==> src/rtl/cig_pkg.sv <==
package cig_pkg;
  localparam int NUM_LISTS = 3;
  localparam int STAT_W    = NUM_LISTS + 1;
  localparam int STAT_SOF  = NUM_LISTS;

  typedef enum logic [1:0] {
    LIST_ISO  = 2'd0,
    LIST_INT  = 2'd1,
    LIST_ASY  = 2'd2,
    LIST_NONE = 2'd3
  } list_e;
endpackage

==> src/rtl/cig_done_map.sv <==
module cig_done_map #(
  parameter int          SLOTS   = 32,
  parameter int          SLOT_W  = $clog2(SLOTS),
  parameter logic [1:0]  LIST_ID = 2'd0
) (
  input  logic              clk,
  input  logic              rst_n,
  input  logic              set_vld,
  input  logic [1:0]        set_list,
  input  logic [SLOT_W-1:0] set_slot,
  input  logic              clr_vld,
  input  logic [1:0]        clr_list,
  input  logic [SLOTS-1:0]  clr_bits,
  output logic [SLOTS-1:0]  map
);
  logic [SLOTS-1:0] map_q, map_d, set_vec, clr_vec;

  always_comb begin
    set_vec = '0;
    clr_vec = '0;
    if (set_vld && (set_list == LIST_ID)) set_vec = SLOTS'(1) << set_slot;
    if (clr_vld && (clr_list == LIST_ID)) clr_vec = clr_bits;
    // a set in the same cycle as a clear keeps the bit
    map_d = (map_q & ~clr_vec) | set_vec;
  end

  always_ff @(posedge clk or negedge rst_n) begin
    if (!rst_n) map_q <= '0;
    else        map_q <= map_d;
  end

  assign map = map_q;
endmodule

==> src/rtl/cig_group_eval.sv <==
module cig_group_eval #(
  parameter int SLOTS = 32
) (
  input  logic [SLOTS-1:0] map,
  input  logic [SLOTS-1:0] all_mask,
  input  logic [SLOTS-1:0] any_mask,
  output logic             hit
);
  logic all_hit, any_hit;

  always_comb begin
    all_hit = (|all_mask) && ((map & all_mask) == all_mask);
    any_hit = |(map & any_mask);
    hit     = all_hit || any_hit;
  end
endmodule

==> src/rtl/cig_latency_timer.sv <==
module cig_latency_timer #(
  parameter int LAT_W = 8
) (
  input  logic             clk,
  input  logic             rst_n,
  input  logic             pend,
  input  logic             utick,
  input  logic [LAT_W-1:0] latency,
  output logic             fire
);
  logic [LAT_W-1:0] cnt_q, cnt_d;
  logic             cnt_en;

  always_comb begin
    cnt_en = !pend || (utick && (cnt_q != {LAT_W{1'b1}}));
    cnt_d  = pend ? cnt_q + LAT_W'(1) : '0;
  end

  always_ff @(posedge clk or negedge rst_n) begin
    if (!rst_n)      cnt_q <= '0;
    else if (cnt_en) cnt_q <= cnt_d;
  end

  assign fire = pend && (cnt_q >= latency);
endmodule

==> src/rtl/cmpl_irq_grouper.sv <==
module cmpl_irq_grouper
  import cig_pkg::*;
#(
  parameter int SLOTS  = 32,
  parameter int LAT_W  = 8,
  localparam int SLOT_W = $clog2(SLOTS)
) (
  input  logic                  clk,
  input  logic                  rst_n,
  input  logic                  done_vld,
  input  logic [1:0]            done_list,
  input  logic [SLOT_W-1:0]     done_slot,
  input  logic                  map_clr_vld,
  input  logic [1:0]            map_clr_list,
  input  logic [SLOTS-1:0]      map_clr_bits,
  input  logic                  utick,
  input  logic [SLOTS-1:0]      and_mask_iso,
  input  logic [SLOTS-1:0]      and_mask_int,
  input  logic [SLOTS-1:0]      and_mask_asy,
  input  logic [SLOTS-1:0]      or_mask_iso,
  input  logic [SLOTS-1:0]      or_mask_int,
  input  logic [SLOTS-1:0]      or_mask_asy,
  input  logic [LAT_W-1:0]      latency,
  input  logic [STAT_W-1:0]     irq_en,
  input  logic [STAT_W-1:0]     stat_clr,
  output logic [STAT_W-1:0]     status,
  output logic                  irq,
  output logic [SLOTS-1:0]      done_map_iso,
  output logic [SLOTS-1:0]      done_map_int,
  output logic [SLOTS-1:0]      done_map_asy
);
  logic [SLOTS-1:0]     map_a  [NUM_LISTS];
  logic [SLOTS-1:0]     all_a  [NUM_LISTS];
  logic [SLOTS-1:0]     any_a  [NUM_LISTS];
  logic [NUM_LISTS-1:0] hit;
  logic [STAT_W-1:0]    stat_q, stat_d;
  logic                 pend;

  assign all_a[LIST_ISO] = and_mask_iso;
  assign all_a[LIST_INT] = and_mask_int;
  assign all_a[LIST_ASY] = and_mask_asy;
  assign any_a[LIST_ISO] = or_mask_iso;
  assign any_a[LIST_INT] = or_mask_int;
  assign any_a[LIST_ASY] = or_mask_asy;

  for (genvar g = 0; g < NUM_LISTS; g++) begin : g_list
    cig_done_map #(
      .SLOTS   (SLOTS),
      .SLOT_W  (SLOT_W),
      .LIST_ID (2'(g))
    ) u_map (
      .clk      (clk),
      .rst_n    (rst_n),
      .set_vld  (done_vld),
      .set_list (done_list),
      .set_slot (done_slot),
      .clr_vld  (map_clr_vld),
      .clr_list (map_clr_list),
      .clr_bits (map_clr_bits),
      .map      (map_a[g])
    );

    cig_group_eval #(
      .SLOTS (SLOTS)
    ) u_eval (
      .map      (map_a[g]),
      .all_mask (all_a[g]),
      .any_mask (any_a[g]),
      .hit      (hit[g])
    );
  end

  // status: set condition wins over a write-1 clear
  always_comb begin
    stat_d = (stat_q & ~stat_clr) | {utick, hit};
  end

  always_ff @(posedge clk or negedge rst_n) begin
    if (!rst_n) stat_q <= '0;
    else        stat_q <= stat_d;
  end

  assign pend = |(stat_q & irq_en);

  cig_latency_timer #(
    .LAT_W (LAT_W)
  ) u_lat (
    .clk     (clk),
    .rst_n   (rst_n),
    .pend    (pend),
    .utick   (utick),
    .latency (latency),
    .fire    (irq)
  );

  assign status       = stat_q;
  assign done_map_iso = map_a[LIST_ISO];
  assign done_map_int = map_a[LIST_INT];
  assign done_map_asy = map_a[LIST_ASY];
endmodule

==> config.mk <==
export PLATFORM = sky130hd
export DESIGN_NAME = cmpl_irq_grouper
export DESIGN_NICKNAME = d
export VERILOG_FILES = /design/src/rtl/cig_pkg.sv /design/src/rtl/cig_done_map.sv /design/src/rtl/cig_group_eval.sv /design/src/rtl/cig_latency_timer.sv /design/src/rtl/cmpl_irq_grouper.sv
export SDC_FILE = /design/constraint.sdc
export NUM_CORES = 1
export LEC_CHECK = 0
export BUFFER_PORTS_ARGS = -buffer_cell sky130_fd_sc_hd__buf_4
export CORE_UTILIZATION = 30
export CTS_BUF_LIST = sky130_fd_sc_hd__clkbuf_8
export CTS_CLUSTER_SIZE = 16
export DETAILED_ROUTE_END_ITERATION = 7
export PLACE_DENSITY = 0.62
export RECOVER_POWER = 50
export SYNTH_ARGS = -nofsm -noshare
export SYNTH_HDL_FRONTEND = slang
export SYNTH_SLANG_ARGS = --single-unit
==> constraint.sdc <==
create_clock -name clk -period 1.7 [get_ports clk]
set_clock_uncertainty 0.15 [all_clocks]
set_input_delay 0.34 -clock clk [delete_from_list [all_inputs] [get_ports clk]]
set_output_delay 0.34 -clock clk [all_outputs]
set_load 0.005 [all_outputs]
==> summary.md <==
| Metric | Value |
|---|---|
| Post-synth EDFFs | `0` |
| Final GP Congestion | `0.918` |
| Rows | `52` |
| Final Slew Violations | `0` |
| Top cells by area, synth | `dfrtp_1, nand2_1, a22o_1` |
| Largest net degree at the start of global routing | `33` |
| LEAKAGE | `between 5 and 6 nW` |
| Synth top area share | `0.437` |
| Nets | `between 1000 and 1500` |
| CTS clk-pin slew, worst paths | `between 0.1 and 0.15 ns` |
| Peak supply drop | `483 uV` |
| Power consumption | `just under 0.007 W` |
| Synth Cell Area | `6180 sq um` |
| Drt drc | `0` |
| Hold Path Origin | `utick` |
| Fin util | `0.497` |
| Largest area contributor in the netlist | `dfrtp_1` |
| First-pass GRT wire length | `between 50000 and 60000 um` |
| I/O Buffers | `354` |
| Die width | `approximately 150 um` |
| Fraction of registers with async set/reset | `1.00` |
| Synthesized flop and latch total | `about 110` |
| Worst EP arrival | `about 1.9 ns` |
| Synthesized instance count | `757` |
| CTS H-tree depth | `3` |
| Setup ws final | `-0.691 ns` |
| Area Overhead vs Synth | `62.6%` |
| Reg-to-reg startpoint | `u_lat.cnt_q[1]` |
| Outcome | `complete, but fails checks` |
| Fmax | `between 0.4 and 0.5 GHz` |
| Clk sinks | `~110` |
| CTS buffer count | `9` |
| Core area | `between 20000 and 25000 sq um` |
| Post-synthesis sequential area ratio | `0.437` |
| 1st-pass router iterations | `5` |
| Via count | `between 7000 and 8000` |
| Clock Tree Buf Depth | `2` |
| Crit Path Max Fanout | `2` |
| Clock root cell | `clkbuf_8` |
| Main flop type after synthesis | `dfrtp_1` |
| Starting density of the core | `0.305` |
| Failing checks | `negative setup slack` |
| Total grt overflow | `0` |
| Rel. slew slack | `0.443` |
| Post-Syn Area per Cell | `between 8 and 9 sq um` |
| Setup CP Type | `reg -> out` |
| DP Wirelength | `29700 um` |
| Final count of negative-setup-slack endpoints | `2` |
| P per Cell Area | `about 670 nW/um^2` |
| CTS tree | `built` |
| Syn nets | `approximately 1000` |
| Required time worst endpoint | `~1.2 ns` |
| Element type at the critical path end | `primary output` |
| Max Cap Violations | `0` |
| Layout cell share with drive strength beyond 1 | `0.395` |
| Total wire length | `between 30000 and 40000 um` |
| Worst slew pin tran | `roughly 0.84 ns` |
| Layout Cells excl Fill | `1468` |
| Clk_lat worst skew | `approximately 0.40 ns` |
| Antenna-violating nets left | `0` |
| I/O pins | `about 360` |
| Syn. warnings | `0` |
| Min-delay worst type | `in -> reg` |
| Die footprint | `~21000 sq um` |
| Vias in the first global route | `7778` |
| WHS | `between 0.05 and 0.06 ns` |
| Post-synthesis cell type count | `35` |
| Via/cell ratio | `5.35` |
| RSZ-0062 raised after global routing | `yes` |
| Count leader, synth | `nand2_1` |
| Diodes inserted | `0` |
| Tcrit/Tclk final | `1.41` |
| Final Hold Vio Count | `0` |
| Crit path launch | `u_lat.cnt_q[0]` |
| Startpoint Class | `flop` |
| Placed insts | `roughly 1400` |
| GRT Overall Usage | `0.331` |
| Antenna violations before repair | `0` |
| Initial drt markers | `582` |
| Min cycle time layout | `~2.4 ns` |
| Average wire per standard cell | `between 20 and 25 um` |
| Most common library cells after synthesis | `nand2_1, inv_1, dfrtp_1` |
| Die Y | `146 um` |
## routing by layer
layer  GRT usage  vias up  wire length, um
met3      0.0915       66             3400
met2       0.540      473            16300
met1       0.423     3766            14400
met5           0        -                0
met4       0.114        0             1250
li1            -     3556                -
## registers in the layout (all words and copies together) (netlist names)
name and flops:
g_list.u_map.map 96, status 4, u_lat.cnt_q 8
## critical path: stages (launching register included)
cell      delay [ns]
dfrtp_1         0.37
inv_2           0.05
ha_1            0.25
nand2b_1        0.10
a21o_1          0.13
a211oi_2        0.06
or3_1           0.32
a21oi_2         0.12
buf_4           0.11
## metrics by stage
step	instance area, sq um	setup slack (ns)	setup TNS (ns)
global route	10000	-0.817	-1.76
global placement	9840	-0.354	-0.354
finish	10000	-0.691	-0.751
floorplan	6180	-0.118	-0.118
CTS	10100	-0.718	-0.718
detailed placement	9840	-0.365	-0.377
## worst paths after layout
check,slack (ns),to,cells after the start
worst max-delay path,-0.69,irq,8
worst min-delay path,0.06,status[3],3
worst max register to register,0.06,u_lat.cnt_q[3],6
worst min register to register,0.43,g_list[2].u_map.map[10],2
max in group asynchronous,0.08,g_list[2].u_map.map[12],3
min in group asynchronous,0.39,g_list[0].u_map.map[13],2
## area by class of cell
class	instances	area, sq um
Clock inverter	5	40.0
Fill cell	2022	10200
Clock buffer	11	151
Sequential cell	108	2710
Multi-Input combinational cell	518	3040
Timing Repair Buffer	447	3360
Tap cell	270	338
Inverter	109	409
## cells in the final DEF (no fill, tap or decap), types with 5 or more instances in the layout
cell type / synthesis / routed
a221oi_1: 10 / 10
a22o_1: 49 / 49
a22oi_1: 20 / 20
buf_4: 0 / 428
clkbuf_1: 9 / 10
clkbuf_8: 0 / 11
dfrtp_1: 108 / 100
dfrtp_2: 0 / 8
ha_1: 9 / 8
inv_1: 109 / 109
nand2_1: 170 / 170
nand2b_1: 6 / 6
nand3_1: 13 / 12
nand3b_1: 5 / 5
nand4_1: 17 / 17
nor2_1: 25 / 25
nor3b_1: 5 / 5
nor4_1: 37 / 35
o21ai_0: 63 / 64
o22ai_1: 48 / 48
xnor2_1: 5 / 5
## cell families after synthesis
group,after synthesis,synth area share
adder cells (fa/ha/maj),9,0.0182
XOR/XNOR,6,0.00850
flip-flops,108,0.437
AO/OA/AOI/OAI,207,0.231
buffers and inverters,131,0.0822
multiplexers,1,0.00162
AND/OR/NAND/NOR,295,0.221
## what timing repair did
| item | in CTS | in global routing |
|---|---|---|
| endpoints found under the setup margin | 5 | 14 |
| gates resized for setup | 5 | 15 |
| endpoints found under the hold margin | 95 | 0 |
| pin swaps | 0 | 7 |
| buffers inserted | 0 | 3 |
| hold buffers | 2 | 0 |
## where the power goes
part | switching (W) | leakage, nW | internal, W
clock network | 0.000966 | 0.0997 | 0.000631
registers | 0.000297 | 1.46 | 0.00276
logic | 0.000961 | 3.57 | 0.00113
total | 0.00222 | 5.13 | 0.00452
Power figures use the tool's default switching activity.
